File: src/rtl/dmactl_pkg.sv
package dmactl_pkg;

    localparam int unsigned MAX_CH = 5;

    localparam logic [7:0] ADDR_PTR_LO = 8'hD4;
    localparam logic [7:0] ADDR_PTR_HI = 8'hD5;
    localparam logic [7:0] ADDR_ARM    = 8'hD6;
    localparam logic [7:0] ADDR_REQ    = 8'hD7;

    localparam int unsigned ABORT_BIT = 7;

    typedef struct packed {
        logic arm_load;
        logic abort;
        logic req_set;
        logic ptr_lo;
        logic ptr_hi;
    } wr_dec_t;

    function automatic wr_dec_t decode_write(input logic wr_en,
                                             input logic [7:0] addr,
                                             input logic [7:0] data);
        wr_dec_t d;
        d          = '0;
        d.arm_load = wr_en && (addr == ADDR_ARM) && !data[ABORT_BIT];
        d.abort    = wr_en && (addr == ADDR_ARM) &&  data[ABORT_BIT];
        d.req_set  = wr_en && (addr == ADDR_REQ);
        d.ptr_lo   = wr_en && (addr == ADDR_PTR_LO);
        d.ptr_hi   = wr_en && (addr == ADDR_PTR_HI);
        return d;
    endfunction

endpackage

File: src/rtl/dmactl_arm_bank.sv
module dmactl_arm_bank #(
    parameter int unsigned NUM_CH = 5
) (
    input  logic              clk,
    input  logic              rst,
    input  logic              load,
    input  logic              abort,
    input  logic [NUM_CH-1:0] wbits,
    input  logic [NUM_CH-1:0] done,
    input  logic [NUM_CH-1:0] repeat_mode,
    output logic [NUM_CH-1:0] armed,
    output logic [NUM_CH-1:0] abort_pulse
);
    for (genvar g = 0; g < NUM_CH; g++) begin : g_ch
        logic one_shot_end;
        assign one_shot_end = done[g] && !repeat_mode[g];

        always_ff @(posedge clk) begin
            if (rst) begin
                armed[g] <= 1'b0;
            end else if (load) begin
                armed[g] <= wbits[g];
            end else if ((abort && wbits[g]) || one_shot_end) begin
                armed[g] <= 1'b0;
            end
        end

        always_ff @(posedge clk) begin
            if (rst) begin
                abort_pulse[g] <= 1'b0;
            end else begin
                abort_pulse[g] <= abort && wbits[g];
            end
        end
    end
endmodule

File: src/rtl/dmactl_req_bank.sv
module dmactl_req_bank #(
    parameter int unsigned NUM_CH = 5
) (
    input  logic              clk,
    input  logic              rst,
    input  logic              set_en,
    input  logic              abort,
    input  logic [NUM_CH-1:0] wbits,
    input  logic [NUM_CH-1:0] start,
    output logic [NUM_CH-1:0] pending
);
    for (genvar g = 0; g < NUM_CH; g++) begin : g_ch
        logic set_bit;
        logic clr_bit;
        assign set_bit = set_en && wbits[g];
        assign clr_bit = start[g] || (abort && wbits[g]);

        always_ff @(posedge clk) begin
            if (rst) begin
                pending[g] <= 1'b0;
            end else if (set_bit) begin
                pending[g] <= 1'b1;
            end else if (clr_bit) begin
                pending[g] <= 1'b0;
            end
        end
    end
endmodule

File: src/rtl/dmactl_ptr_reg.sv
module dmactl_ptr_reg #(
    parameter int unsigned PTR_W = 16
) (
    input  logic             clk,
    input  logic             rst,
    input  logic             wr_lo,
    input  logic             wr_hi,
    input  logic [7:0]       wbyte,
    output logic [PTR_W-1:0] ptr
);
    localparam int unsigned NBYTES = PTR_W / 8;

    logic [NBYTES-1:0] byte_we;
    assign byte_we = NBYTES'({wr_hi, wr_lo});

    for (genvar b = 0; b < NBYTES; b++) begin : g_byte
        always_ff @(posedge clk) begin
            if (rst) begin
                ptr[b*8 +: 8] <= 8'h00;
            end else if (byte_we[b]) begin
                ptr[b*8 +: 8] <= wbyte;
            end
        end
    end
endmodule

File: src/rtl/dma_arm_ctrl.sv
module dma_arm_ctrl
    import dmactl_pkg::*;
#(
    parameter int unsigned NUM_CH = 5
) (
    input  logic              clk,
    input  logic              rst,
    input  logic              sfr_wr_en,
    input  logic [7:0]        sfr_addr,
    input  logic [7:0]        sfr_wdata,
    output logic [7:0]        sfr_rdata,
    input  logic [NUM_CH-1:0] ch_start,
    input  logic [NUM_CH-1:0] ch_done,
    input  logic [NUM_CH-1:0] ch_repeat,
    output logic [NUM_CH-1:0] ch_armed,
    output logic [NUM_CH-1:0] ch_trigger,
    output logic [NUM_CH-1:0] ch_abort,
    output logic [15:0]       cfg_ptr
);
    localparam int unsigned PTR_W = 16;

    wr_dec_t            dec;
    logic [NUM_CH-1:0]  wbits;
    logic [NUM_CH-1:0]  req_pend;

    assign dec   = decode_write(sfr_wr_en, sfr_addr, sfr_wdata);
    assign wbits = sfr_wdata[NUM_CH-1:0];

    dmactl_arm_bank #(.NUM_CH(NUM_CH)) u_arm (
        .clk         (clk),
        .rst         (rst),
        .load        (dec.arm_load),
        .abort       (dec.abort),
        .wbits       (wbits),
        .done        (ch_done),
        .repeat_mode (ch_repeat),
        .armed       (ch_armed),
        .abort_pulse (ch_abort)
    );

    dmactl_req_bank #(.NUM_CH(NUM_CH)) u_req (
        .clk     (clk),
        .rst     (rst),
        .set_en  (dec.req_set),
        .abort   (dec.abort),
        .wbits   (wbits),
        .start   (ch_start),
        .pending (req_pend)
    );

    dmactl_ptr_reg #(.PTR_W(PTR_W)) u_ptr (
        .clk   (clk),
        .rst   (rst),
        .wr_lo (dec.ptr_lo),
        .wr_hi (dec.ptr_hi),
        .wbyte (sfr_wdata),
        .ptr   (cfg_ptr)
    );

    assign ch_trigger = req_pend & ch_armed;

    always_comb begin
        sfr_rdata = 8'h00;
        unique case (sfr_addr)
            ADDR_PTR_LO: sfr_rdata = cfg_ptr[7:0];
            ADDR_PTR_HI: sfr_rdata = cfg_ptr[15:8];
            ADDR_ARM:    sfr_rdata[NUM_CH-1:0] = ch_armed;
            ADDR_REQ:    sfr_rdata[NUM_CH-1:0] = req_pend;
            default:     sfr_rdata = 8'h00;
        endcase
    end
endmodule

File: config.mk
export PLATFORM = sky130hd
export DESIGN_NAME = dma_arm_ctrl
export DESIGN_NICKNAME = d
export VERILOG_FILES = /design/src/rtl/dmactl_pkg.sv /design/src/rtl/dmactl_arm_bank.sv /design/src/rtl/dmactl_req_bank.sv /design/src/rtl/dmactl_ptr_reg.sv /design/src/rtl/dma_arm_ctrl.sv
export SDC_FILE = /design/constraint.sdc
export NUM_CORES = 1
export LEC_CHECK = 0
export BUFFER_PORTS_ARGS = -buffer_cell sky130_fd_sc_hd__buf_4
export CAP_MARGIN = 20
export CORE_ASPECT_RATIO = 2
export CORE_UTILIZATION = 30
export CTS_CLUSTER_SIZE = 24
export DETAILED_ROUTE_END_ITERATION = 8
export PLACE_DENSITY_LB_ADDON = 0.15
export SKIP_LAST_GASP = 1
export SLEW_MARGIN = 15
export SYNTH_ARGS = -nofsm -noshare
export SYNTH_HDL_FRONTEND = slang
export SYNTH_SLANG_ARGS = --single-unit
export TNS_END_PERCENT = 20
File: constraint.sdc
create_clock -name clk -period 2.8 [get_ports clk]
set_clock_uncertainty 0.05 [all_clocks]
set_input_delay 0.14 -clock clk [delete_from_list [all_inputs] [get_ports clk]]
set_output_delay 0.14 -clock clk [all_outputs]
set_load 0.05 [all_outputs]
==> metrics.yaml <==
clock_network:
  root_buffer: "clkbuf_8"
  numCtsBuffers: 5
  post_cts_buffers: 0
  cts_tree: "yes"
  post_cts_resize_count: 0
  clkTransAtPathRegs_ns: 0.06
  hold_buffers: 0
  clk_path_buf_depth: 2
  cts.sinks: 31
  htree_num_levels: 2
  clk_latency_ns: 0.27
synthesis:
  synth_top_area_share_pct: 35.8
  synth_cell_types: 34
  ys_ff_latch: 31
  ys_top_cells_by_area: "dfxtp_1 (36%), mux2i_1 (8.7%), nand2b_1 (8.3%), mux4_2 (6.5%), nor4_1 (5.4%)"
  avgSynthCellArea_um2: 9.63
  synth_area_leader_cell: "dfxtp_1"
  syn-num-nets: 214
  synth-edff-count: 0
  netlist_area_mm2: 0.00173
  async_flop_share_pct: 0
  ys_warn_count: 0
  yosys_most_used_dff: "dfxtp_1"
  ys_seq_area_share_pct: 35.8
  synthCells: 180
power_and_ir_drop:
  clkPwrFrac_pct: 36.6
  sw_frac_of_total_pct: 24.0
  p_switching_uw: 208
  total_leakage_power_uw: 0.00104
  seqPwrFrac_pct: 50.9
  pwr-share-comb_pct: 12.5
  total_power_uw: 868
  ir_worst_vdd_mv: 0.357
  p_int_uw: 659
  power.density_mw_per_mm2: 370
detailed_routing:
  drc: 0
  vias_per_cell: 5.27
  antenna_left: 0
  firstDrtPassIters: 4
  wl_per_cell_um: 16.9
  num_vias: 1601
  drt_iter0_drc: 33
  wirelength_um: 5120
run_status:
  outcome: "completed"
placement:
  gp_congestion: 0.712
  dp.cells: 298
  dpl_cell_area_mm2: 0.00227
  pre_cts_ws_ns: 1.11
  dp_hpwl_um: 3810
  numPortBuffers: 72
timing:
  fmax_mhz: 588
  finalWorstSetupSlack_ns: 1.10
  hold_viol: 0
  rsz0062_at_grt: "no"
  relSlewSlack_pct: 66.7
  period_share_pct: 60.7
  fin_crit_ns: 1.70
  fin_setup_tns_ns: 0
  finalMaxSlewViolations: 0
  worst_pin_slew_ns: 0.499
  setup_viol: 0
global_routing:
  grt_usage_pct: 17.2
  overflow: 0
  grt_pass1_wl_um: 7880
  grt_max_degree: 39
  antenna_found_initial: 0
  grt_pass1_vias: 1613
setup_path:
  worstSetupStartpoint: "sfr_addr[6]"
  timing.rr.end: "u_req.pending[3]"
  r2r_slack_ns: 1.74
  required_ns: 2.61
  arrival_ns: 1.51
  r2r.worst_path.cells: 2
  worstSetupPathType: "in -> out"
  critPathCaptureType: "output port"
  crit_path_start_kind: "primary input"
  cp-endpoint: "sfr_rdata[6]"
  crit_fanout: 12
  timing.rr.start: "u_req.pending[3]"
final_layout:
  layout_common_cells: "buf_4 (72), dfxtp_1 (31), nand2b_1 (23), mux2i_1 (15), nor4_1 (15)"
  drive_above_1_share_pct: 38.9
  diodes: 0
  nFillCells: 564
  final_common_cell: "buf_4"
  design_area_mm2: 0.00235
  finalNonFillerCells: 304
  area_delta_synth_final_pct: 35.3
  fin_nets: 279
worst_hold_path:
  hp-class: "in -> reg"
  whs_path_depth: 3
die:
  dieHeight_um: 110
  dieWidth_um: 55.8
  design.portCount: 73
  core_mm2: 0.00552
  dieArea_mm2: 0.00611
  rows: 38
  initial_utilization_pct: 31.4
job:
  cap_violations: 0
layer usage:
metal	up-vias	share of wire, %	track usage, %
li1	792	-	-
met2	53	55	33.2
met3	10	4.6	4.12
met5	-	0	0
met4	0	2.8	7.86
met1	746	37	16.8
power by group through the flow:
stage / clock [uW] / sequential (uW) / combinational [uW]
6_report: 317 / 442 / 108
5_1_grt: 345 / 441 / 117
4_1_cts: 323 / 442 / 110
3_5_place_dp: 0 / 452 / 110
3_3_place_gp: 0 / 452 / 109
2_1_floorplan: 0 / 453 / 57.7
cell usage after synthesis, types with 2 or more instances:
| cell | count |
|---|---|
| a21oi_1 | 4 |
| nand3_1 | 2 |
| buf_4 | 2 |
| nor2b_1 | 5 |
| or3b_2 | 5 |
| clkbuf_1 | 9 |
| and3_1 | 5 |
| o31ai_1 | 4 |
| mux4_2 | 5 |
| and2_1 | 6 |
| nand2_1 | 6 |
| mux2i_1 | 15 |
| nand3b_1 | 6 |
| o22ai_1 | 10 |
| inv_1 | 5 |
| nor4_1 | 15 |
| buf_6 | 2 |
| nand4_1 | 4 |
| nand2b_1 | 23 |
| dfxtp_1 | 31 |
| nor3_1 | 3 |
state kept, by name, summed over array words and instances, names as in the netlist:
signal / flops
u_arm.armed: 5
u_arm.abort_pulse: 5
u_ptr.ptr: 16
u_req.pending: 5
worst max-delay path, stage by stage:
cell     delay [ns]
buf_4          0.10
and2_1         0.44
nand2_1        0.32
nor3_1         0.28
buf_4          0.24
how the worst min path moves through the flow:
stage | start | slack (ns) | to
after floorplan | sfr_wdata[0] | 0.23 | u_arm.abort_pulse[0]
after global placement | ch_start[1] | 0.36 | u_req.pending[1]
after detailed placement | ch_start[1] | 0.37 | u_req.pending[1]
after CTS | ch_start[1] | 0.08 | u_req.pending[1]
after global routing | ch_start[1] | 0.09 | u_req.pending[1]
final | ch_start[1] | 0.08 | u_req.pending[1]
per-stage QoR:
step           utilization, %  hold WS [ns]
5_1_grt                  42.5        0.0882
6_report                 42.5        0.0826
3_5_place_dp             41.2         0.366
2_1_floorplan               -         0.234
3_3_place_gp             41.2         0.364
4_1_cts                  42.5        0.0764
final cells by class:
class	count	area, um2	share of cell area [%]
clock buffer	6	72.6	3.09
inverter	5	18.8	0.800
multi-input combinational	130	1020	43.4
sequential	31	621	26.5
tap	60	75.1	3.20
timing repair buffer	72	541	23.0
cell families (layout without fill, tap and decap cells):
| group | after synthesis | after routing | share of synthesized area [%] |
|---|---|---|---|
| AOI/OAI and AO/OA | 18 | 18 | 6.49 |
| buffers and inverters | 19 | 83 | 5.48 |
| DFF | 31 | 31 | 35.8 |
| muxes | 20 | 20 | 15.2 |
| and+or+nand+nor | 92 | 92 | 37.1 |
(Power assumes the default switching activity.)
